## config.mk

```make
export PLATFORM = sky130hd
export DESIGN_NAME = pipelined_rca
export DESIGN_NICKNAME = d
export VERILOG_FILES = /design/src/rtl/rca_pipe_pkg.sv /design/src/rtl/rca_delay_line.sv /design/src/rtl/rca_valid_pipe.sv /design/src/rtl/rca_fa_cell.sv /design/src/rtl/pipelined_rca.sv
export SDC_FILE = /design/constraint.sdc
export NUM_CORES = 1
export LEC_CHECK = 0
export BUFFER_PORTS_ARGS = -buffer_cell sky130_fd_sc_hd__buf_2
export CAP_MARGIN = 20
export CORE_MARGIN = 5
export CORE_UTILIZATION = 45
export CTS_BUF_LIST = sky130_fd_sc_hd__clkbuf_8 sky130_fd_sc_hd__clkbuf_16
export DETAILED_ROUTE_END_ITERATION = 8
export PLACE_DENSITY_LB_ADDON = 0.2
export SLEW_MARGIN = 25
export SYNTH_ARGS = -nofsm -noshare
export SYNTH_HDL_FRONTEND = slang
export SYNTH_SLANG_ARGS = --single-unit
```

## constraint.sdc

```tcl
create_clock -name clk -period 2.4 [get_ports clk]
set_input_delay 0.24 -clock clk [delete_from_list [all_inputs] [get_ports clk]]
set_output_delay 0.24 -clock clk [all_outputs]
set_load 0.01 [all_outputs]
```

## src/rtl/rca_pipe_pkg.sv

```systemverilog
package rca_pipe_pkg;

  typedef struct packed {
    logic sum_bit;
    logic carry_bit;
  } fa_out_t;

  // One-bit full adder: the only arithmetic between any two registers.
  function automatic fa_out_t full_add(input logic x, input logic y, input logic ci);
    fa_out_t r;
    r.sum_bit   = x ^ y ^ ci;
    r.carry_bit = (x & y) | (ci & (x ^ y));
    return r;
  endfunction

endpackage

```

## src/rtl/rca_delay_line.sv

```systemverilog
// Plain shift register of DEPTH stages, no reset (data alignment only).
module rca_delay_line #(
  parameter int W     = 1,
  parameter int DEPTH = 1
) (
  input  logic         clk,
  input  logic [W-1:0] d,
  output logic [W-1:0] q
);
  generate
    if (DEPTH == 0) begin : g_wire
      assign q = d;
    end else begin : g_regs
      logic [W-1:0] stg [DEPTH];
      always_ff @(posedge clk) begin
        stg[0] <= d;
        for (int k = 1; k < DEPTH; k++) stg[k] <= stg[k-1];
      end
      assign q = stg[DEPTH-1];
    end
  endgenerate
endmodule

```

## src/rtl/rca_valid_pipe.sv

```systemverilog
// Valid flag delay with synchronous clear of every stage.
module rca_valid_pipe #(
  parameter int DEPTH = 3
) (
  input  logic clk,
  input  logic rst,
  input  logic d,
  output logic q
);
  generate
    if (DEPTH == 0) begin : g_wire
      assign q = d;
    end else begin : g_regs
      logic [DEPTH-1:0] sr;
      always_ff @(posedge clk) begin
        if (rst) begin
          sr <= '0;
        end else begin
          sr[0] <= d;
          for (int k = 1; k < DEPTH; k++) sr[k] <= sr[k-1];
        end
      end
      assign q = sr[DEPTH-1];
    end
  endgenerate
endmodule

```

## src/rtl/rca_fa_cell.sv

```systemverilog
module rca_fa_cell
  import rca_pipe_pkg::*;
(
  input  logic x_i,
  input  logic y_i,
  input  logic c_i,
  output logic s_o,
  output logic c_o
);
  fa_out_t res;
  assign res = full_add(x_i, y_i, c_i);
  assign s_o = res.sum_bit;
  assign c_o = res.carry_bit;
endmodule

```

## src/rtl/pipelined_rca.sv

```systemverilog
module pipelined_rca #(
  parameter int WIDTH = 4
) (
  input  logic             clk,
  input  logic             rst,
  input  logic             in_valid,
  input  logic [WIDTH-1:0] a_in,
  input  logic [WIDTH-1:0] b_in,
  input  logic             carry_in,
  output logic             out_valid,
  output logic [WIDTH-1:0] sum_out,
  output logic             carry_out
);
  localparam int LAT = WIDTH - 1;

  // Per-stage carry into, sum out of and carry out of each cell.
  logic [WIDTH-1:0] stage_cin;
  logic [WIDTH-1:0] stage_sum;
  logic [WIDTH-1:0] stage_cout;

  assign stage_cin[0] = carry_in;

  generate
    for (genvar i = 0; i < WIDTH; i++) begin : g_bit
      logic [1:0] ops;

      // Skew: bit i waits i cycles for the carry of its own pair.
      rca_delay_line #(.W(2), .DEPTH(i)) u_skew (
        .clk(clk),
        .d  ({a_in[i], b_in[i]}),
        .q  (ops)
      );

      rca_fa_cell u_fa (
        .x_i(ops[1]),
        .y_i(ops[0]),
        .c_i(stage_cin[i]),
        .s_o(stage_sum[i]),
        .c_o(stage_cout[i])
      );

      // Deskew: early sum bits wait for the last stage.
      rca_delay_line #(.W(1), .DEPTH(LAT - i)) u_deskew (
        .clk(clk),
        .d  (stage_sum[i]),
        .q  (sum_out[i])
      );

      if (i < WIDTH - 1) begin : g_cut
        logic carry_q;
        always_ff @(posedge clk) carry_q <= stage_cout[i];
        assign stage_cin[i+1] = carry_q;
      end else begin : g_tail
        assign carry_out = stage_cout[i];
      end
    end
  endgenerate

  rca_valid_pipe #(.DEPTH(LAT)) u_vld (
    .clk(clk),
    .rst(rst),
    .d  (in_valid),
    .q  (out_valid)
  );

endmodule

```

# Word-level counts from Yosys, hierarchy flattened
# Memories as Yosys holds them, arrays and structs flattened.
# Cells that the tools add are included.
# Widths: inputs -> output; s select.
# totals
input_bits,12
out_inout_bits,6
n_memories,6
word_cells,30
ff_bits,6
ram_bits,18
# classes
bitwise_logic,20
# mem_list
memory,depth,width,rd,rd_ports_with_merged_regs,write_ports,line_no,rtl
g_bit[3].u_skew.g_regs.stg,3,2,3,0,3,rca_delay_line.sv:14,logic [W-1:0] stg [DEPTH];
g_bit[2].u_skew.g_regs.stg,2,2,2,0,2,rca_delay_line.sv:14,
g_bit[0].u_deskew.g_regs.stg,3,1,3,0,3,rca_delay_line.sv:14,
g_bit[1].u_deskew.g_regs.stg,2,1,2,0,2,rca_delay_line.sv:14,
g_bit[1].u_skew.g_regs.stg,1,2,1,0,1,rca_delay_line.sv:14,
g_bit[2].u_deskew.g_regs.stg,1,1,1,0,1,rca_delay_line.sv:14,
# op_table
operator,count
$and 1x1->1,8
$xor 1x1->1,8
$or 1x1->1,4

# Longest topological paths before layout
# Gate-level depths: netlist (run 1).
# logic_depth
word_depth,3
ltp_mapped,2
mapped_depth_nobuf,1

# Cells and area by module
# Synthesis (run 1) repeated with hierarchy kept, for this count alone.
# hier_totals
cells_unflattened,38
area_unflattened_um2,631.9
# by_module_without_submodules
module,n_inst,cells_per_inst,seq_area_each_um2,area_per_inst_um2
rca_delay_line at g_bit[3].u_skew,1,8,120.1,135.1
rca_delay_line at g_bit[2].u_skew,1,6,80.1,95.1
rca_delay_line at g_bit[1].u_deskew ...,2,2,40.0,40.0
rca_fa_cell,4,1,0.0,20.0
rca_valid_pipe,1,6,60.1,78.8
pipelined_rca,1,3,60.1,60.1
rca_delay_line at g_bit[0].u_deskew,1,3,60.1,60.1
rca_delay_line at g_bit[2].u_deskew,1,1,20.0,20.0
rca_delay_line at g_bit[0].u_skew,1,2,0.0,15.0
rca_delay_line at g_bit[3].u_deskew,1,1,0.0,7.5

# Least setup slack after synthesis (run 1)
# No wires, ideal clock.
# synth_path
path_type,flip-flop to output port
startpoint,register g_bit[2].g_cut.carry_q
endpoint,output port sum_out[3]
required_time_ns,2.160
path_slack_ns,1.235
n_path_buf,1
stages_incl_launch_ff,3
arrival_time_ns,0.925
path_cell_list,dfxtp_1 fa_1 buf_4
# synth_via
elab_chain_cells,1
# synth_lines
item,line_no,rtl
start: declaration,pipelined_rca.sv:50,logic carry_q;
start signal: assignment,pipelined_rca.sv:51,always_ff @(posedge clk) carry_q <= stage_cout[i];
$xor 1x1->1,rca_pipe_pkg.sv:11,r.sum_bit = x ^ y ^ ci;
end: declaration,pipelined_rca.sv:11,"output logic [WIDTH-1:0] sum_out,"
# No other way between the ends.

# Worst setup path after layout (run 1)
# Ends and elaborated chain as after synthesis.

==> results.cfg, run 1 <==
[global_route]
grt_overflow_total = 0
grt_antenna_before_repair = 0
grt_use_met1 = 0.0803
use_met2 = 0.117
grt_pass1_wl_um = 1090
grt_use_total = 0.0816
grt-busiest-layer = met2
grt_max_degree = 13
grt_pass1_vias = 281
grt_use_met3 = 0.0345

[timing]
fin_skew_ns = 0.00302
fmax_mhz = 684
setup_tns_ns = 0
min_period_over_period = 0.609
drv_slew = 0
rsz0062_at_grt = no
finalSetupViolations = 0
final-hold-violation-count = 0
post-route-min-period_ns = 1.46
worstMarginPinSlew_ns = 0.101
slew_headroom = 0.933

[cells_and_area]
syn2layout_area_growth_pct = 18.9
regArea_um2 = 480
drive_above_1_share = 0.392
fillers = 104
final_nets = 69
multi_input_area_um2 = 98.8
antenna_cells = 0

[placement]
gp_congestion = 0.624
io_buffer_count = 17

[synthesis]
syn_area_um2 = 609
yosys.area_share.simple = 0.0308
synth_cell_type_count = 4
avgSynthCellArea_um2 = 17.4
yosysMostFrequentCell = dfxtp_1
ys_ff_latch = 24
seq_area_frac_synth = 0.789
synth_edf_count = 0
synth_top_area_cell = dfxtp_1
syn_inst = 35
synth_top_area_frac = 0.789
synth_nets = 51
synth_warnings = 0
synth.top_cells.by_area = dfxtp_1 (79%), fa_1 (13%), buf_4 (4.9%), nor2b_1 (3.1%)
async_reset_ff_frac = 0
synthAdderAreaFrac = 0.131
synth_top_family_by_area = adder cells
ys_top_cells_by_count = dfxtp_1 (24), buf_4 (4), fa_1 (4)
synth_xor_area_frac = 0
synthMuxAreaShare = 0
synth-compound-area-share = 0
synthFlopType = dfxtp_1

[route]
drt-total-wl_um = 716
vias = 267
drtIter0Drc = 2
ant_nets = 0
viasPerCell = 4.05
drcViolationCount = 0
drt_first_pass_iters = 3
wl_per_cell_um = 10.8

[die]
core.rowCount = 13
dieArea_mm2 = 0.00219
fp.dieW_um = 46.8
coreArea_mm2 = 0.00128
floorplan.initialDensity = 0.474
boundaryPins = 18
die_h_um = 46.8

[setup_path]
setup.worst_path.start_class = flip-flop
startpoint = g_bit[2].g_cut.carry_q$_DFF_P_
cp.arrival_ns = 1.22
end_kind = primary output
r2r_start = g_bit[0].g_cut.carry_q$_DFF_P_
crit_required_ns = 2.16
cp_max_fo = 1
critical_path_class = reg -> out

[power_and_ir_drop]
power_uw = 702
power_density_mw_per_mm2 = 969
ir_worst_vdd_uv = 478
p_leak_nw = 0.328

[clock_network]
cts_hold_buf = 0
clock_latency_ns = 0.25
post-cts-setup-buffer-count = 0
clock_sink_count = 24
cts_resized = 0
cts_root_buf = clkbuf_8
numCtsBuffers = 3
cts_tree = built
clk_pin_slew_worst_paths_ns = 0.07
clockBufferDepth = 2
htreeDepth = 1

[worst_hold_path]
hold_class = in -> reg
hold_start = b_in[3]

[run]
drv_cap = 0

[status]
outcome = finished, final reports clean
==> critical path, cell delays in order, from the launching register on <==
cell and delay, ns:
dfxtp_1 0.32, fa_1 0.52, buf_2 0.13
==> cells by family (layout without fill, tap and decap cells) <==
| family | after synthesis | count (layout) |
|---|---|---|
| AND/OR/NAND/NOR | 3 | 3 |
| adder cells (fa/ha/maj) | 4 | 4 |
| buffers and inverters | 4 | 20 |
| flip-flops | 24 | 24 |
==> routing by layer <==
metal / vias up / part of all wire
li1: 133 / -
met1: 118 / 0.39
met2: 14 / 0.47
met3: 2 / 0.13
met4: 0 / 0.011
met5: - / 0
==> worst paths after layout <==
kind | slack, ns | depth (start not counted) | end
min reg2reg | 0.33 | 0 | g_bit[3].u_skew.g_regs.stg[0][2]$_DFF_P_
max | 0.94 | 2 | sum_out[3]
min | 0.08 | 1 | g_bit[3].u_skew.g_regs.stg[0][0]$_DFF_P_
max reg2reg | 1.49 | 1 | g_bit[1].u_deskew.g_regs.stg[0][0]$_DFF_P_
==> area by class of cell <==
cell class              instances  area share
clock buffers                   3      0.0570
well taps                      15      0.0259
repair buffers                 17       0.117
multi-input cells               7       0.136
flip-flops and latches         24       0.663
==> cells in the final DEF (no fill, tap or decap) <==
cell type,Yosys,layout
dfxtp_1,24,24
buf_2,0,17
fa_1,4,4
nor2b_1,3,3
clkbuf_8,0,3
==> per-stage QoR <==
step	util	worst slack [ns]	hold slack [ns]	instances	cell area (um^2)
floorplan	-	1.23	0.268	35	609
global placement	0.532	1.22	0.310	63	683
detailed placement	0.532	1.21	0.312	63	683
CTS	0.564	0.926	0.0765	66	724
global route	0.564	0.883	0.0704	66	724
finish	0.564	0.938	0.0823	66	724
==> flip-flops by register name, summed over array words and instances (netlist names) <==
register                   cells
g_bit.u_deskew.g_regs.stg      6
g_bit.u_skew.g_regs.stg       12
g_bit.g_cut.carry_q            3
u_vld.g_regs.sr                3
==> power by group <==
group          total [mW]  internal (mW)  switching [mW]
logic              0.0413         0.0214          0.0199
registers           0.443          0.433         0.00992
clock network       0.217          0.112           0.106
Note: power is estimated with default switching activity, not from simulation.
==> run 2, diff against run 1 <==
Clock period 2.4 ns to 1.4 ns, I/O delays scaled along.
==> run 2 against run 1 <==
  * Non-clock buffer count is 6 higher
  * Global-route usage stayed put
  * Clock power is 71% higher
  * Hold slack worse by 0.012 ns
  * Register-to-register slack worse by 1.0 ns
  * Largest power group unchanged
  * Total power is 73% higher
  * Largest cell class unchanged
  * Final cell count is 9.1% higher
  * Via count is 7.1% higher
==> results.cfg, run 2 (synthesis results as in run 1) <==
[status]
outcome = finished, final reports clean

[power_and_ir_drop]
power_mw = 1.21
p_int_uw = 982
power.switching_uw = 232
p_sw_frac = 0.191
power_density_mw_per_mm2 = 1550
p_comb_frac = 0.069
p_leak_nw = 0.353
ir_worst_vdd_uv = 819
power_frac_seq = 0.626
power_frac_clock = 0.306

[cells_and_area]
syn2layout_area_growth_pct = 29.0
antenna_cells = 0
regMostFlops = g_bit.u_skew.g_regs.stg
final_cell_mix = dfxtp_1 (23), buf_2 (17), dlygate4sd3_1 (6)
reg.largest.list = g_bit.u_skew.g_regs.stg (12), g_bit.u_deskew.g_regs.stg (6)
largest_reg_flops = 12
fin_cells = 72
fillers = 97
regArea_um2 = 482
drive_above_1_share = 0.368
multi_input_area_um2 = 98.8
final_nets = 75
final_common_cell = dfxtp_1
final_util = 0.611

[global_route]
grt_max_degree = 13
grt_pass1_vias = 278
grt_overflow_total = 0
grt_use_total = 0.0816
grt_pass1_wl_um = 1090
grt_antenna_before_repair = 0

[die]
boundaryPins = 18
floorplan.initialDensity = 0.474
coreArea_mm2 = 0.00128
core.rowCount = 13
die_h_um = 46.8
fp.dieW_um = 46.8
dieArea_mm2 = 0.00219

[setup_path]
cp.arrival_ns = 1.22
critPathSlowestCell = fa_1
path_cells = fa_1 > buf_2
setup.worst_path.start_class = flip-flop
crit_required_ns = 1.26
critical_path_class = reg -> out
cp_max_fo = 1
end_kind = primary output
critical_path.max_stage_delay_ns = 0.52

[route]
ant_nets = 0
drt_first_pass_iters = 3
vias = 286
drtIter0Drc = 2
drt-total-wl_um = 733
viasPerCell = 3.97
wl_per_cell_um = 10.2
drcViolationCount = 0

[placement]
gp_congestion = 0.624
io_buffer_count = 17
placed_cells = 63

[timing]
finalSetupViolations = 0
final-hold-violation-count = 0
min_period_over_period = 0.971
post-route-min-period_ns = 1.36
worstMarginPinSlew_ns = 0.101
fin_skew_ns = 0.00354
fmax_mhz = 736
rsz0062_at_grt = yes
slew_headroom = 0.933
drv_slew = 0

[clock_network]
cts_tree = built
clock_sink_count = 24
clockBufferDepth = 2
numCtsBuffers = 3
cts_root_buf = clkbuf_8
htreeDepth = 1
clk_pin_slew_worst_paths_ns = 0.07
clock_latency_ns = 0.25

[worst_hold_path]
hold_class = in -> reg

[run]
drv_cap = 0
-- run 2: changes by cell type in the layout (fill, tap and decap cells not counted), sizes merged --
cell         delta
dlygate4sd3     +6
-- run 2: power by group through the flow --
stage                     registers [mW]  clock network, mW  logic (mW)
after global placement             0.773                  0      0.0705
after CTS                          0.761              0.385      0.0859
after detailed placement           0.777                  0      0.0733
after global routing               0.767              0.413      0.0965
after floorplan                    0.773                  0      0.0573
final                              0.760              0.371      0.0833
-- run 2: final timing paths --
| check | from | to | slack [ns] | depth (start not counted) |
|---|---|---|---|---|
| worst max-delay path | g_bit[3].u_skew.g_regs.stg[0][5]$_DFF_P_ | sum_out[3] | 0.04 | 2 |
| worst min-delay path | rst | u_vld.g_regs.sr[2]$_SDFF_PP0_ | 0.07 | 2 |
| worst max register to register | g_bit[0].g_cut.carry_q$_DFF_P_ | g_bit[1].u_deskew.g_regs.stg[0][0]$_DFF_P_ | 0.49 | 1 |
| worst min register to register | g_bit[0].u_deskew.g_regs.stg[0][1]$_DFF_P_ | g_bit[0].u_deskew.g_regs.stg[0][2]$_DFF_P_ | 0.33 | 0 |
-- run 2: layout make-up --
cell class | instances | area share
Tap cell | 15 | 0.0239
Clock buffer | 3 | 0.0525
Timing Repair Buffer | 23 | 0.185
Sequential cell | 24 | 0.613
Multi-Input combinational cell | 7 | 0.126
-- run 2: critical path: cells and delay by family, from the launching register on --
family     cells  cell delay [ns]
fa+ha+maj      1             0.52
flops          1             0.32
buf+inv        1             0.13
-- run 2: what timing repair did --
action,CTS,global route
resized for setup,0,1
endpoints found under the setup margin,0,1
buffers inserted,0,0
hold buffers,6,0
hold endpoints to repair,6,0
-- run 2: layer usage --
layer / track usage / up-vias / wire, um
met5: 0 / - / 0
met4: 0.0994 / 0 / 8
met3: 0.0345 / 2 / 101
met2: 0.122 / 14 / 358
met1: 0.0754 / 125 / 264
li1: - / 145 / -
-- run 2: metrics by stage --
step                setup TNS, ns  area (um^2)  hold slack (ns)  setup WS (ns)
floorplan                       0          609            0.168          0.335
global placement                0          683            0.242          0.323
detailed placement              0          683            0.245          0.311
CTS                             0          785           0.0667         0.0263
global route             -0.00584          786           0.0678       -0.00584
finish                          0          786           0.0706         0.0411
